--- src/rtl/wbc_pkg.sv ---
package wbc_pkg;

   typedef enum logic [2:0] {
      OP_RD  = 3'd0,
      OP_WR  = 3'd1,
      OP_BRD = 3'd2,
      OP_BWR = 3'd3,
      OP_RMW = 3'd4
   } wbc_op_e;

   typedef enum logic [1:0] {
      STAT_OK  = 2'd0,
      STAT_ERR = 2'd1,
      STAT_RTY = 2'd2
   } wbc_stat_e;

   typedef enum logic [1:0] {
      S_IDLE,
      S_PHASE,
      S_GAP
   } wbc_state_e;

endpackage

--- src/rtl/wbc_addr_gen.sv ---
module wbc_addr_gen #(
   parameter int ADDR_W = 32,
   parameter int LEN_W  = 4,
   parameter int STEP   = 4
) (
   input  logic              clk,
   input  logic              rst,
   input  logic              load,
   input  logic [ADDR_W-1:0] base,
   input  logic [LEN_W-1:0]  beats_m1,
   input  logic              adv,
   input  logic              adv_addr,
   output logic [ADDR_W-1:0] addr,
   output logic              last
);
   logic [LEN_W-1:0] left_q;

   always_ff @(posedge clk) begin
      if (rst) begin
         addr   <= '0;
         left_q <= '0;
      end else if (load) begin
         addr   <= base;
         left_q <= beats_m1;
      end else if (adv) begin
         left_q <= left_q - LEN_W'(1);
         if (adv_addr) addr <= addr + ADDR_W'(STEP);
      end
   end

   assign last = (left_q == '0);
endmodule

--- src/rtl/wbc_rmw_merge.sv ---
module wbc_rmw_merge #(
   parameter int DATA_W = 32
) (
   input  logic [DATA_W-1:0] old_val,
   input  logic [DATA_W-1:0] new_val,
   input  logic [DATA_W-1:0] mask,
   output logic [DATA_W-1:0] merged
);
   for (genvar b = 0; b < DATA_W; b++) begin : g_bit
      assign merged[b] = mask[b] ? new_val[b] : old_val[b];
   end
endmodule

--- src/rtl/wbc_master.sv ---
module wbc_master
   import wbc_pkg::*;
#(
   parameter int DATA_W = 32,
   parameter int ADDR_W = 32,
   parameter int LEN_W  = 4,
   parameter int TGA_W  = 4,
   parameter int TGC_W  = 4,
   parameter int TGD_W  = 4
) (
   input  logic              clk,
   input  logic              rst,
   input  logic              cmd_valid,
   output logic              cmd_ready,
   input  logic [2:0]        cmd_op,
   input  logic [ADDR_W-1:0] cmd_addr,
   input  logic [LEN_W-1:0]  cmd_len,
   input  logic [DATA_W-1:0] cmd_mask,
   input  logic [TGA_W-1:0]  cmd_tga,
   input  logic [TGC_W-1:0]  cmd_tgc,
   input  logic [TGD_W-1:0]  cmd_tgd,
   input  logic [DATA_W-1:0] wr_data,
   output logic              wr_take,
   output logic              rd_valid,
   output logic [DATA_W-1:0] rd_data,
   output logic              rsp_done,
   output logic [1:0]        rsp_status,
   output logic              wbm_cyc_o,
   output logic              wbm_stb_o,
   output logic              wbm_we_o,
   output logic [ADDR_W-1:0] wbm_adr_o,
   output logic [DATA_W-1:0] wbm_dat_o,
   output logic [DATA_W/8-1:0] wbm_sel_o,
   output logic [TGA_W-1:0]  wbm_tga_o,
   output logic [TGC_W-1:0]  wbm_tgc_o,
   output logic [TGD_W-1:0]  wbm_tgd_o,
   input  logic [DATA_W-1:0] wbm_dat_i,
   input  logic              wbm_ack_i,
   input  logic              wbm_err_i,
   input  logic              wbm_rty_i
);
   localparam int SEL_W = DATA_W / 8;
   localparam int STEP  = DATA_W / 8;

   // elaboration-time parameter checks
   if (!(DATA_W == 8 || DATA_W == 16 || DATA_W == 32 || DATA_W == 64)) begin : g_bad_dw
      $error("wbc_master: DATA_W must be 8, 16, 32 or 64");
   end
   if (LEN_W < 1 || ADDR_W < 4) begin : g_bad_len
      $error("wbc_master: LEN_W must be >= 1 and ADDR_W >= 4");
   end

   wbc_state_e        state_q;
   wbc_op_e           op_q;
   wbc_stat_e         stat_q;
   logic [DATA_W-1:0] mask_q;
   logic [DATA_W-1:0] mod_q;
   logic [DATA_W-1:0] merged;
   logic [LEN_W-1:0]  load_len;
   logic              accept, hit_ack, hit_err, hit_rty, last, adv;

   assign cmd_ready = (state_q == S_IDLE);
   assign accept    = cmd_ready && cmd_valid && (cmd_op <= 3'd4);
   assign hit_err   = wbm_stb_o && wbm_err_i;
   assign hit_rty   = wbm_stb_o && wbm_rty_i && !wbm_err_i;
   assign hit_ack   = wbm_stb_o && wbm_ack_i && !wbm_err_i && !wbm_rty_i;
   assign adv       = (state_q == S_PHASE) && hit_ack && !last;
   assign wbm_sel_o = {SEL_W{1'b1}};
   assign rsp_status = stat_q;

   always_comb begin
      case (cmd_op)
         OP_BRD, OP_BWR: load_len = cmd_len;
         OP_RMW:         load_len = LEN_W'(1);
         default:        load_len = '0;
      endcase
   end

   wbc_addr_gen #(.ADDR_W(ADDR_W), .LEN_W(LEN_W), .STEP(STEP)) u_addr (
      .clk      (clk),
      .rst      (rst),
      .load     (accept),
      .base     (cmd_addr),
      .beats_m1 (load_len),
      .adv      (adv),
      .adv_addr (op_q != OP_RMW),
      .addr     (wbm_adr_o),
      .last     (last)
   );

   wbc_rmw_merge #(.DATA_W(DATA_W)) u_merge (
      .old_val (rd_data),
      .new_val (mod_q),
      .mask    (mask_q),
      .merged  (merged)
   );

   always_ff @(posedge clk) begin
      if (rst) begin
         state_q   <= S_IDLE;
         op_q      <= OP_RD;
         stat_q    <= STAT_OK;
         mask_q    <= '0;
         mod_q     <= '0;
         wbm_cyc_o <= 1'b0;
         wbm_stb_o <= 1'b0;
         wbm_we_o  <= 1'b0;
         wbm_dat_o <= '0;
         wbm_tga_o <= '0;
         wbm_tgc_o <= '0;
         wbm_tgd_o <= '0;
         rd_valid  <= 1'b0;
         rd_data   <= '0;
         wr_take   <= 1'b0;
         rsp_done  <= 1'b0;
      end else begin
         rd_valid <= 1'b0;
         wr_take  <= 1'b0;
         rsp_done <= 1'b0;
         case (state_q)
            S_IDLE: begin
               if (accept) begin
                  state_q   <= S_PHASE;
                  op_q      <= wbc_op_e'(cmd_op);
                  wbm_cyc_o <= 1'b1;
                  wbm_stb_o <= 1'b1;
                  wbm_we_o  <= (cmd_op == OP_WR) || (cmd_op == OP_BWR);
                  wbm_dat_o <= wr_data;
                  wbm_tga_o <= cmd_tga;
                  wbm_tgc_o <= cmd_tgc;
                  wbm_tgd_o <= cmd_tgd;
                  mask_q    <= cmd_mask;
                  mod_q     <= wr_data;
               end
            end
            S_PHASE: begin
               if (hit_ack || hit_err || hit_rty) begin
                  wbm_stb_o <= 1'b0;
                  if (hit_ack && !wbm_we_o) begin
                     rd_valid <= 1'b1;
                     rd_data  <= wbm_dat_i;
                  end
                  if (hit_ack && wbm_we_o && op_q != OP_RMW) wr_take <= 1'b1;
                  if (hit_ack && !last) begin
                     state_q <= S_GAP;
                  end else begin
                     state_q   <= S_IDLE;
                     wbm_cyc_o <= 1'b0;
                     rsp_done  <= 1'b1;
                     stat_q    <= hit_err ? STAT_ERR : (hit_rty ? STAT_RTY : STAT_OK);
                  end
               end
            end
            default: begin
               state_q   <= S_PHASE;
               wbm_stb_o <= 1'b1;
               if (op_q == OP_RMW) begin
                  wbm_we_o  <= 1'b1;
                  wbm_dat_o <= merged;
               end else if (op_q == OP_BWR) begin
                  wbm_dat_o <= wr_data;
               end
            end
         endcase
      end
   end
endmodule

--- config.mk ---
export PLATFORM = sky130hd
export DESIGN_NAME = wbc_master
export DESIGN_NICKNAME = d
export VERILOG_FILES = /design/src/rtl/wbc_pkg.sv /design/src/rtl/wbc_addr_gen.sv /design/src/rtl/wbc_rmw_merge.sv /design/src/rtl/wbc_master.sv
export SDC_FILE = /design/constraint.sdc
export NUM_CORES = 1
export LEC_CHECK = 0
export ABC_AREA = 1
export BUFFER_PORTS_ARGS = -buffer_cell sky130_fd_sc_hd__buf_2
export CAP_MARGIN = 10
export CORE_UTILIZATION = 55
export CTS_CLUSTER_DIAMETER = 80
export DETAILED_ROUTE_END_ITERATION = 6
export GPL_TIMING_DRIVEN = 0
export PLACE_DENSITY = 0.95
export SKIP_CTS_REPAIR_TIMING = 1
export SLEW_MARGIN = 20
export SYNTH_ARGS = -nofsm -noshare
export SYNTH_HDL_FRONTEND = slang
export SYNTH_SLANG_ARGS = --single-unit
--- constraint.sdc ---
create_clock -name clk -period 5.1 [get_ports clk]
set_clock_uncertainty 0.1 [all_clocks]
set_input_delay 1.02 -clock clk [delete_from_list [all_inputs] [get_ports clk]]
set_output_delay 1.02 -clock clk [all_outputs]
set_load 0.02 [all_outputs]
-- Word-level counts from Yosys, hierarchy flattened
Index checks and enable logic that the tools add are counted.
- add/sub/neg operators: 2
- $mul: 0
- div/mod/pow operators: 0
- $lt $le $gt $ge: 1
- equality and inequality tests: 11
- shift-type cells: 0
- muxes and demuxes: 60
- bitwise gates (word level): 3
- reduce and logical (&&, ||, !) cells: 38
- operators with widths (kind ; count):
    $mux 32 ; 6
    $pmux 32 s2 ; 1
    $mux 1 ; 41
    $add 32x3->32 const B ; 1
    $logic_and 1x1->1 ; 14
    $reduce_and 3->1 ; 4
    $mux 2 ; 5
    $eq 3x2->1 const B ; 3
    $mux 4 ; 2
    $pmux 4 s2 ; 1
    $reduce_bool 2->1 ; 4
    $eq 3x3->1 const B ; 2
    $pmux 1 s2 ; 3
    $reduce_and 2->1 ; 3
    $logic_not 1->1 ; 4
    $logic_not 4->1 ; 1
    $ne 2x1->1 const B ; 2
    $pmux 2 s2 ; 1
    $reduce_and 4->1 ; 1
    $sub 4x1->4 const B ; 1
    $eq 3x1->1 const B ; 1
    $le 3x3->1 const B ; 1
    $logic_or 1x1->1 ; 3
    $ne 3x3->1 const B ; 1
    7 further kinds ; 9
- flip-flop bits (word level): 189
- bits in latches: 0
- RAM bits: 0
- ROM bits: 0
- input port bits: 153
- output and inout port bits: 121
- logic and storage cells: 133
- memories kept: 0

-- Depth between registers and ports, before layout
Gate-level depths: netlist of run 1.
- depth in word-level cells: 7
- gate-level depth with buffers: 10
- mapped depth without buffers: 10

-- Modules after synthesis
Synthesis of run 1 repeated with hierarchy kept, for this count alone.
- cells, all modules: 1375
- area, all modules: 8919.8 µm²
- by module, submodules not included (module ; times used ; cells an instance ; area each (µm²) ; sequential area each (µm²)):
    wbc_master ; 1 ; 866 ; 6082.1 ; 3042.9
    wbc_addr_gen ; 1 ; 381 ; 2357.3 ; 720.7
    wbc_rmw_merge ; 1 ; 128 ; 480.5 ; 0.0

-- Worst setup path after synthesis of run 1
No wires, ideal clock.
- path type: reg2out
- from: reg state_q[0]
- to: out cmd_ready
- data arrival time: 1053 ps
- data required time: 3980 ps
- path slack: 2927 ps
- cell stages (with the launch flop): 4
- path buffers: 2
- cells stage by stage: dfxtp_1 nor2_1 buf_4 clkbuf_1
- longest elaborated chain between the ends: 1
- ends and longest elaborated chain (what ; RTL line ; RTL):
    start, declared ; wbc_master.sv:53 ; wbc_state_e state_q;
    start signal, assigned ; wbc_master.sv:100 ; state_q <= S_IDLE;
    start signal, assigned ; wbc_master.sv:123 ; state_q <= S_PHASE;
    start signal, assigned ; wbc_master.sv:145 ; state_q <= S_GAP;
    $logic_not 2->1 ; wbc_master.sv:62 ; assign cmd_ready = (state_q == S_IDLE);
    end, declared ; wbc_master.sv:14 ; output logic cmd_ready,
Every way passes these cells.

-- Final worst setup path of run 1
- from: reg state_q[1]
- to: out cmd_ready
Same word-level chain as after synthesis.

==> run_summary.xml, run 1 <==
<?xml version="1.0" encoding="UTF-8"?>
<metrics>
  <group name="global_routing">
    <metric name="gr-usage-met1" unit="">0.413</metric>
    <metric name="grt_pass1_wl" unit="microns">43700</metric>
    <metric name="grt.busiest_layer" unit="">met2</metric>
    <metric name="grt_max_degree" unit="">19</metric>
    <metric name="grt.overflow.total" unit="">0</metric>
    <metric name="number_of_global_route_vias_before_repair" unit="">8795</metric>
    <metric name="met2_usage" unit="">0.596</metric>
    <metric name="grt.met3_usage" unit="">0.0772</metric>
    <metric name="grt_util_overall" unit="">0.348</metric>
    <metric name="initial_antenna_violation_count" unit="">6</metric>
  </group>
  <group name="power_and_ir_drop">
    <metric name="sw_frac_of_total" unit="">0.310</metric>
    <metric name="p_per_area" unit="nW/um^2">335</metric>
    <metric name="p_switching" unit="mW">1.12</metric>
    <metric name="total_leakage_power" unit="nW">4.74</metric>
    <metric name="power.sequential.fraction" unit="">0.461</metric>
    <metric name="vdd_drop_max" unit="uV">263</metric>
    <metric name="power_frac_clock" unit="">0.370</metric>
    <metric name="cellInternalPower" unit="mW">2.48</metric>
    <metric name="power.combinational.fraction" unit="">0.170</metric>
  </group>
  <group name="worst_hold_path">
    <metric name="min_to" unit="">wbm_dat_o[27]</metric>
    <metric name="min-delay-start" unit="">wbm_dat_o[27]</metric>
    <metric name="min_path_cells" unit="">2</metric>
    <metric name="worst_hold_path_type" unit="">reg2reg</metric>
  </group>
  <group name="critical_path">
    <metric name="peak_fanout_along_the_critical_path" unit="">10</metric>
    <metric name="ff2ff_path_depth" unit="">8</metric>
    <metric name="critPathRequiredTime" unit="ps">3980</metric>
    <metric name="cp_data_arrival_time" unit="ps">1770</metric>
    <metric name="critical_path.reg2reg.startpoint" unit="">op_q[1]</metric>
    <metric name="reg2reg_slack" unit="ps">3060</metric>
    <metric name="r2r_end" unit="">wbm_dat_o[18]</metric>
    <metric name="crit_path_start_kind" unit="">flop</metric>
    <metric name="worst_setup_path_end_kind" unit="">output port</metric>
    <metric name="classification_of_the_worst_setup_path" unit="">reg2out</metric>
  </group>
  <group name="finish">
    <metric name="total_nets_final" unit="">1698</metric>
    <metric name="filler_cell_count" unit="">1239</metric>
    <metric name="layoutNonFillerInstCount" unit="">1749</metric>
    <metric name="drive_gt1_frac" unit="">0.231</metric>
    <metric name="area.growth.synth_to_final" unit="%">25.6</metric>
    <metric name="final_core_util" unit="">0.708</metric>
  </group>
  <group name="floorplanning">
    <metric name="initial_core_util" unit="">0.564</metric>
    <metric name="core_region_area" unit="sq um">15200</metric>
    <metric name="design.die.area" unit="sq um">16100</metric>
    <metric name="std_cell_rows" unit="">45</metric>
    <metric name="floorplan.die.width" unit="microns">127</metric>
    <metric name="die-height" unit="microns">127</metric>
    <metric name="ios" unit="">274</metric>
  </group>
  <group name="clocking">
    <metric name="worst_skew_pair.late_latency" unit="ps">440</metric>
    <metric name="tritoncts.num_buffers" unit="">17</metric>
    <metric name="max_h_tree_level" unit="">4</metric>
    <metric name="numClockSinks" unit="">188</metric>
    <metric name="path_clk_slew" unit="ps">80</metric>
    <metric name="tritoncts" unit="">built</metric>
    <metric name="ctsRootBufferMaster" unit="">clkbuf_16</metric>
    <metric name="max-clock-path-buffers" unit="">2</metric>
  </group>
  <group name="route">
    <metric name="total_via_count_after_detailed_routing" unit="">9635</metric>
    <metric name="violation_count_after_the_first_detailed_route_iteration" unit="">886</metric>
    <metric name="wirelength" unit="microns">28300</metric>
    <metric name="drtPass1Iterations" unit="">7</metric>
    <metric name="routed_via_density" unit="">5.51</metric>
    <metric name="drc" unit="">0</metric>
    <metric name="routedWlPerCell" unit="microns">16.2</metric>
    <metric name="postRouteAntennaNets" unit="">0</metric>
  </group>
  <group name="place">
    <metric name="place_hpwl" unit="microns">21000</metric>
    <metric name="place.gp.congestion" unit="">0.949</metric>
    <metric name="post-place-cells" unit="">1712</metric>
    <metric name="buffer_ports.inserted" unit="">269</metric>
  </group>
  <group name="sta">
    <metric name="post-route-period-util" unit="">0.566</metric>
    <metric name="totalNegativeSetupSlack" unit="ps">0</metric>
    <metric name="rsz0062_at_grt" unit="">no</metric>
    <metric name="final_max_slew_viol_count" unit="">0</metric>
    <metric name="worst_pin_slew" unit="ps">703</metric>
    <metric name="min_period" unit="ps">2890</metric>
    <metric name="report.final.hold_viol_count" unit="">0</metric>
    <metric name="max_frequency" unit="MHz">346</metric>
    <metric name="setup_viol" unit="">0</metric>
    <metric name="worst_slew_margin_rel" unit="">0.532</metric>
  </group>
  <group name="yosys">
    <metric name="yosys.area_share.adder" unit="">0.00292</metric>
    <metric name="synthesis.instances" unit="">1252</metric>
    <metric name="synth_compound_gate_area_share" unit="">0.224</metric>
    <metric name="yosys.cell_types.count" unit="">34</metric>
    <metric name="synth_xor_xnor_area_share" unit="">0.00306</metric>
    <metric name="combinational_family_with_the_most_area_after_synthesis" unit="">simple AND/OR/NAND/NOR gates</metric>
    <metric name="synth.ff_latch_count" unit="">188</metric>
    <metric name="register_area_share_after_synthesis" unit="">0.439</metric>
    <metric name="synth.mux.area_fraction" unit="">0</metric>
    <metric name="avg_synthesized_cell_area" unit="sq um">6.85</metric>
    <metric name="netlist_area" unit="sq um">8570</metric>
    <metric name="yosys_warnings" unit="">0</metric>
    <metric name="yosys.area_share.simple" unit="">0.233</metric>
  </group>
  <group name="run_status">
    <metric name="outcome" unit="">finished, final reports clean</metric>
  </group>
  <group name="job">
    <metric name="max-cap-violations" unit="">0</metric>
  </group>
</metrics>
## final cells by class
type                    count  area, sq um  area share
clock inverters            14          156      0.0145
plain buffers              76          385      0.0358
multi-input cells         871         3980       0.370
repair buffers            269         1350       0.125
clock buffers              18          429      0.0399
inverters                 120          453      0.0421
diodes                      5         12.5     0.00116
flip-flops and latches    188         3760       0.350
well taps                 188          235      0.0219
## sequential cells by signal, indices dropped and copies added, names as in the netlist, 2 cells and up
signal         cells
rd_data           32
u_addr.addr       32
wbm_tgc_o          4
wbm_dat_o         32
mask_q            32
u_addr.left_q      4
mod_q             32
op_q               3
rsp_status         2
wbm_tgd_o          4
state_q            2
wbm_tga_o          4
## routing by layer
metal | wire (microns) | up-vias | part of all wire
met4 | 1020 | 2 | 0.036
met2 | 13600 | 516 | 0.48
met1 | 11000 | 4394 | 0.39
met3 | 2680 | 84 | 0.095
met5 | 13 | - | 0.00046
li1 | - | 4639 | -
## layout by cell type (no fill, tap or decap), drive strengths merged, types with 2 or more instances in the layout
cell type / count
a211oi: 4
a21oi: 110
a31oi: 7
and2: 2
buf: 304
clkbuf: 59
clkinv: 5
clkinvlp: 2
conb: 4
dfxtp: 188
diode: 5
ha: 2
inv: 126
nand2: 223
nand3: 41
nor2: 224
o211ai: 13
o21ai: 231
o21bai: 3
xor2: 2
## synth_stat cells
cell	n	share of area
a211oi_1	4	0.0035
a21oi_1	108	0.063
a21oi_2	2	0.0020
a31oi_1	7	0.0051
and2_1	2	0.0015
buf_1	2	0.00088
buf_2	17	0.0099
buf_4	12	0.011
buf_6	4	0.0053
clkbuf_1	38	0.017
clkbuf_2	3	0.0018
conb_1	1	0.00044
dfxtp_1	188	0.44
ha_1	2	0.0029
inv_1	118	0.052
inv_2	1	0.00044
inv_4	1	0.00073
nand2_1	222	0.097
nand2_4	1	0.0013
nand3_1	40	0.023
nand3_2	1	0.0012
nand4_4	1	0.0025
nor2_1	209	0.092
nor2_2	11	0.0080
nor2_4	4	0.0053
nor3_1	1	0.00058
o211a_1	1	0.0012
o211ai_1	13	0.011
o21ai_0	218	0.13
o21ai_1	13	0.0076
o21bai_1	3	0.0026
or2_2	1	0.00073
xnor2_1	1	0.0010
xor2_1	2	0.0020
## worst max path at each step
stage / end / from / slack [ps] / cells after the start
detailed placement: u_addr.addr[6] / rst / 2310 / 6
global route: cmd_ready / state_q[0] / 2150 / 4
CTS: cmd_ready / state_q[1] / 2240 / 4
global placement: u_addr.addr[6] / rst / 2340 / 6
floorplan: cmd_ready / state_q[0] / 2930 / 3
finish: cmd_ready / state_q[1] / 2210 / 4
## critical path, cell delays in order (launching register included)
cell and delay, ps:
dfxtp_1 370, nor2_1 140, buf_4 200, clkbuf_1 360
buf_2 250
## stage by stage
stage | power, mW | cell area, sq um | worst slack, ps | hold slack [ps]
global route | 3.72 | 10800 | 2150 | 364
finish | 3.60 | 10800 | 2210 | 345
detailed placement | 2.29 | 10200 | 2310 | 336
floorplan | 2.05 | 8580 | 2930 | 355
global placement | 2.26 | 10200 | 2340 | 330
CTS | 3.59 | 10800 | 2240 | 346
## power by group through the flow
stage	sequential (mW)	clock (mW)	combinational, mW
floorplan	1.75	0	0.301
global placement	1.68	0	0.579
detailed placement	1.69	0	0.598
CTS	1.66	1.33	0.605
global route	1.67	1.38	0.671
finish	1.66	1.33	0.611
## cell families (layout without fill, tap and decap cells)
group | count (synthesis) | count (layout)
flops | 188 | 188
xor+xnor | 3 | 3
compound gates | 369 | 369
other cells | 1 | 9
fa+ha+maj | 2 | 2
simple gates | 493 | 493
buf+inv | 196 | 497
No activity file was read; power rests on OpenSTA's default activity.
==> run 2, diff against run 1 <==
ABC_AREA = 0   (was 1)
CORE_UTILIZATION = 50   (was 55)
PLACE_DENSITY = 0.91   (was 0.95)
clock period = 2.9 ns   (was 5.1 ns; I/O delays follow)
==> run_summary.xml, run 2 <==
<?xml version="1.0" encoding="UTF-8"?>
<metrics>
  <group name="route">
    <metric name="routedWlPerCell" unit="microns">16.7</metric>
    <metric name="total_via_count_after_detailed_routing" unit="">8330</metric>
    <metric name="postRouteAntennaNets" unit="">0</metric>
    <metric name="violation_count_after_the_first_detailed_route_iteration" unit="">651</metric>
    <metric name="drc" unit="">1</metric>
    <metric name="routed_via_density" unit="">5.52</metric>
    <metric name="drtPass1Iterations" unit="">7</metric>
    <metric name="wirelength" unit="microns">25100</metric>
  </group>
  <group name="finish">
    <metric name="area.sequential" unit="sq um">3760</metric>
    <metric name="footprint_of_the_multi_input_gates" unit="sq um">3780</metric>
    <metric name="drive_gt1_frac" unit="">0.249</metric>
    <metric name="post-route-cell-area" unit="sq um">10100</metric>
    <metric name="filler_cell_count" unit="">1270</metric>
    <metric name="total_nets_final" unit="">1442</metric>
    <metric name="layoutNonFillerInstCount" unit="">1510</metric>
    <metric name="most_frequent_standard_cell_in_the_layout_excluding_fill_and_tap_cells" unit="">nand2_1</metric>
    <metric name="final_core_util" unit="">0.660</metric>
    <metric name="most-common-layout-cells" unit="">nand2_1, buf_2, dfxtp_1, a21oi_1, clkbuf_1</metric>
    <metric name="area.growth.synth_to_final" unit="%">27.9</metric>
  </group>
  <group name="clocking">
    <metric name="max_h_tree_level" unit="">4</metric>
    <metric name="worst_skew_pair.late_latency" unit="ps">420</metric>
    <metric name="tritoncts.num_buffers" unit="">17</metric>
    <metric name="tritoncts" unit="">built</metric>
    <metric name="path_clk_slew" unit="ps">70</metric>
    <metric name="numClockSinks" unit="">188</metric>
    <metric name="ctsRootBufferMaster" unit="">clkbuf_16</metric>
    <metric name="max-clock-path-buffers" unit="">2</metric>
  </group>
  <group name="place">
    <metric name="place.gp.congestion" unit="">0.876</metric>
    <metric name="buffer_ports.inserted" unit="">269</metric>
    <metric name="place_hpwl" unit="microns">18500</metric>
    <metric name="post_dp_cell_area" unit="sq um">9500</metric>
    <metric name="post-place-cells" unit="">1479</metric>
  </group>
  <group name="sta">
    <metric name="worst_slew_margin_rel" unit="">0.541</metric>
    <metric name="max_frequency" unit="MHz">370</metric>
    <metric name="totalNegativeSetupSlack" unit="ps">0</metric>
    <metric name="post-route-period-util" unit="">0.931</metric>
    <metric name="min_period" unit="ps">2700</metric>
    <metric name="rsz0062_at_grt" unit="">no</metric>
    <metric name="report.final.hold_viol_count" unit="">0</metric>
    <metric name="final_max_slew_viol_count" unit="">0</metric>
    <metric name="setup_viol" unit="">0</metric>
    <metric name="worst_pin_slew" unit="ps">689</metric>
  </group>
  <group name="floorplanning">
    <metric name="std_cell_rows" unit="">45</metric>
    <metric name="ios" unit="">274</metric>
    <metric name="design.die.area" unit="sq um">16300</metric>
    <metric name="core_region_area" unit="sq um">15300</metric>
    <metric name="die-height" unit="microns">127</metric>
    <metric name="initial_core_util" unit="">0.516</metric>
    <metric name="floorplan.die.width" unit="microns">127</metric>
  </group>
  <group name="global_routing">
    <metric name="initial_antenna_violation_count" unit="">1</metric>
    <metric name="grt.overflow.total" unit="">0</metric>
    <metric name="grt_max_degree" unit="">17</metric>
    <metric name="grt_util_overall" unit="">0.301</metric>
    <metric name="grt_pass1_wl" unit="microns">37800</metric>
    <metric name="number_of_global_route_vias_before_repair" unit="">7593</metric>
  </group>
  <group name="yosys">
    <metric name="synth.ff_latch_count" unit="">188</metric>
    <metric name="synthDominantCellAreaShare" unit="">0.478</metric>
    <metric name="yosys.cell_types.count" unit="">44</metric>
    <metric name="yosys-top-cells-area" unit="">dfxtp_1, nand2_1, a21oi_1</metric>
    <metric name="netlist_area" unit="sq um">7870</metric>
    <metric name="netlist.top_cell.by_area" unit="">dfxtp_1</metric>
    <metric name="ys.flop_type" unit="">dfxtp_1</metric>
    <metric name="avg_synthesized_cell_area" unit="sq um">7.91</metric>
    <metric name="number_of_synthesized_flops_with_an_enable_pin" unit="">0</metric>
    <metric name="register_area_share_after_synthesis" unit="">0.478</metric>
    <metric name="synthesis.instances" unit="">996</metric>
    <metric name="most_frequently_used_cell_type_in_the_post_synthesis_netlist" unit="">nand2_1</metric>
    <metric name="async_flop_share" unit="">0</metric>
    <metric name="yosys_warnings" unit="">0</metric>
    <metric name="ys_top_cells_by_count" unit="">nand2_1, dfxtp_1, a21oi_1, clkbuf_1, o211ai_1</metric>
  </group>
  <group name="power_and_ir_drop">
    <metric name="total_leakage_power" unit="nW">4.02</metric>
    <metric name="vdd_drop_max" unit="uV">435</metric>
    <metric name="power" unit="mW">5.87</metric>
    <metric name="p_per_area" unit="nW/um^2">583</metric>
  </group>
  <group name="critical_path">
    <metric name="cp_data_arrival_time" unit="ps">2970</metric>
    <metric name="crit_path_start_kind" unit="">flop</metric>
    <metric name="classification_of_the_worst_setup_path" unit="">reg2reg</metric>
    <metric name="peak_fanout_along_the_critical_path" unit="">9</metric>
    <metric name="reg2reg_slack" unit="ps">200</metric>
    <metric name="critPathRequiredTime" unit="ps">3170</metric>
    <metric name="worst_setup_path_end_kind" unit="">flop</metric>
  </group>
  <group name="worst_hold_path">
    <metric name="worst_hold_path_type" unit="">in2reg</metric>
  </group>
  <group name="run_status">
    <metric name="violations_in_the_final_reports" unit="">design-rule violations</metric>
    <metric name="outcome" unit="">complete, but fails checks</metric>
  </group>
  <group name="job">
    <metric name="max-cap-violations" unit="">0</metric>
  </group>
</metrics>
run 2: cell count changes after synthesis, sizes merged, moves of 10 or more:
| cell | change |
|---|---|
| o21ai | -215 |
| o211ai | +21 |
| mux2i | +33 |
| xnor2 | +21 |
| nand3 | -26 |
| a211oi | +13 |
| a21oi | +46 |
| nand2 | +97 |
| nor3 | +10 |
| inv | -112 |
| clkbuf | +20 |
| buf | -22 |
| nor4 | +12 |
| nor2 | -193 |
run 2: metal layers:
layer | vias to the layer above | global-route usage | share of wire
met3 | 85 | 0.0595 | 0.075
met1 | 3866 | 0.374 | 0.41
met2 | 415 | 0.498 | 0.47
met4 | 0 | 0.148 | 0.039
met5 | - | 0 | 0
li1 | 3964 | - | -
run 2: layout make-up:
class	count	share of cell area
repair buffers	269	0.134
flip-flops and latches	188	0.374
multi-input cells	729	0.375
clock buffers	21	0.0457
plain buffers	74	0.0308
clock inverters	9	0.0113
well taps	211	0.0262
diodes	1	0.000248
inverters	8	0.00298
run 2: worst paths after layout:
kind                          from               to  depth (start not counted)
hold / removal        cmd_addr[26]  u_addr.addr[26]                          3
hold reg to reg      wbm_dat_o[22]    wbm_dat_o[22]                          2
setup / recovery  u_addr.left_q[0]  u_addr.addr[31]                          8
setup reg to reg  u_addr.left_q[0]  u_addr.addr[31]                          8
run 2: kinds of logic (layout without fill, tap and decap cells):
group / count (synthesis) / after routing / synth area share
other: 1 / 5 / 0.000476
buffers and inverters: 82 / 381 / 0.0432
adders and majority gates: 2 / 2 / 0.00318
xor gates and xnor gates: 24 / 24 / 0.0267
DFF: 188 / 188 / 0.478
muxes: 33 / 33 / 0.0420
AOI/OAI and AO/OA: 234 / 234 / 0.170
and+or+nand+nor: 432 / 432 / 0.237
run 2: per-stage QoR:
| stage | hold slack [ps] | setup slack [ps] |
|---|---|---|
| global route | 258 | 129 |
| detailed placement | 340 | 107 |
| finish | 259 | 199 |
| global placement | 335 | 114 |
| floorplan | 336 | 667 |
| CTS | 246 | 265 |
run 2: power by group:
group	switching, mW	leakage (nW)	internal, mW	total [mW]
Sequential	0.104	1.54	2.71	2.82
Clock	0.992	0.277	1.31	2.31
Combinational	0.472	2.21	0.276	0.748
Total	1.57	4.02	4.30	5.87
run 2: worst max-delay path: stages (launching register included):
cell and delay, ps:
dfxtp_1 390, inv_1 60, ha_1 200, or3b_2 190, clkbuf_1 270, nand4_1 450
or2_2 450, or4_1 460, nand3_1 80
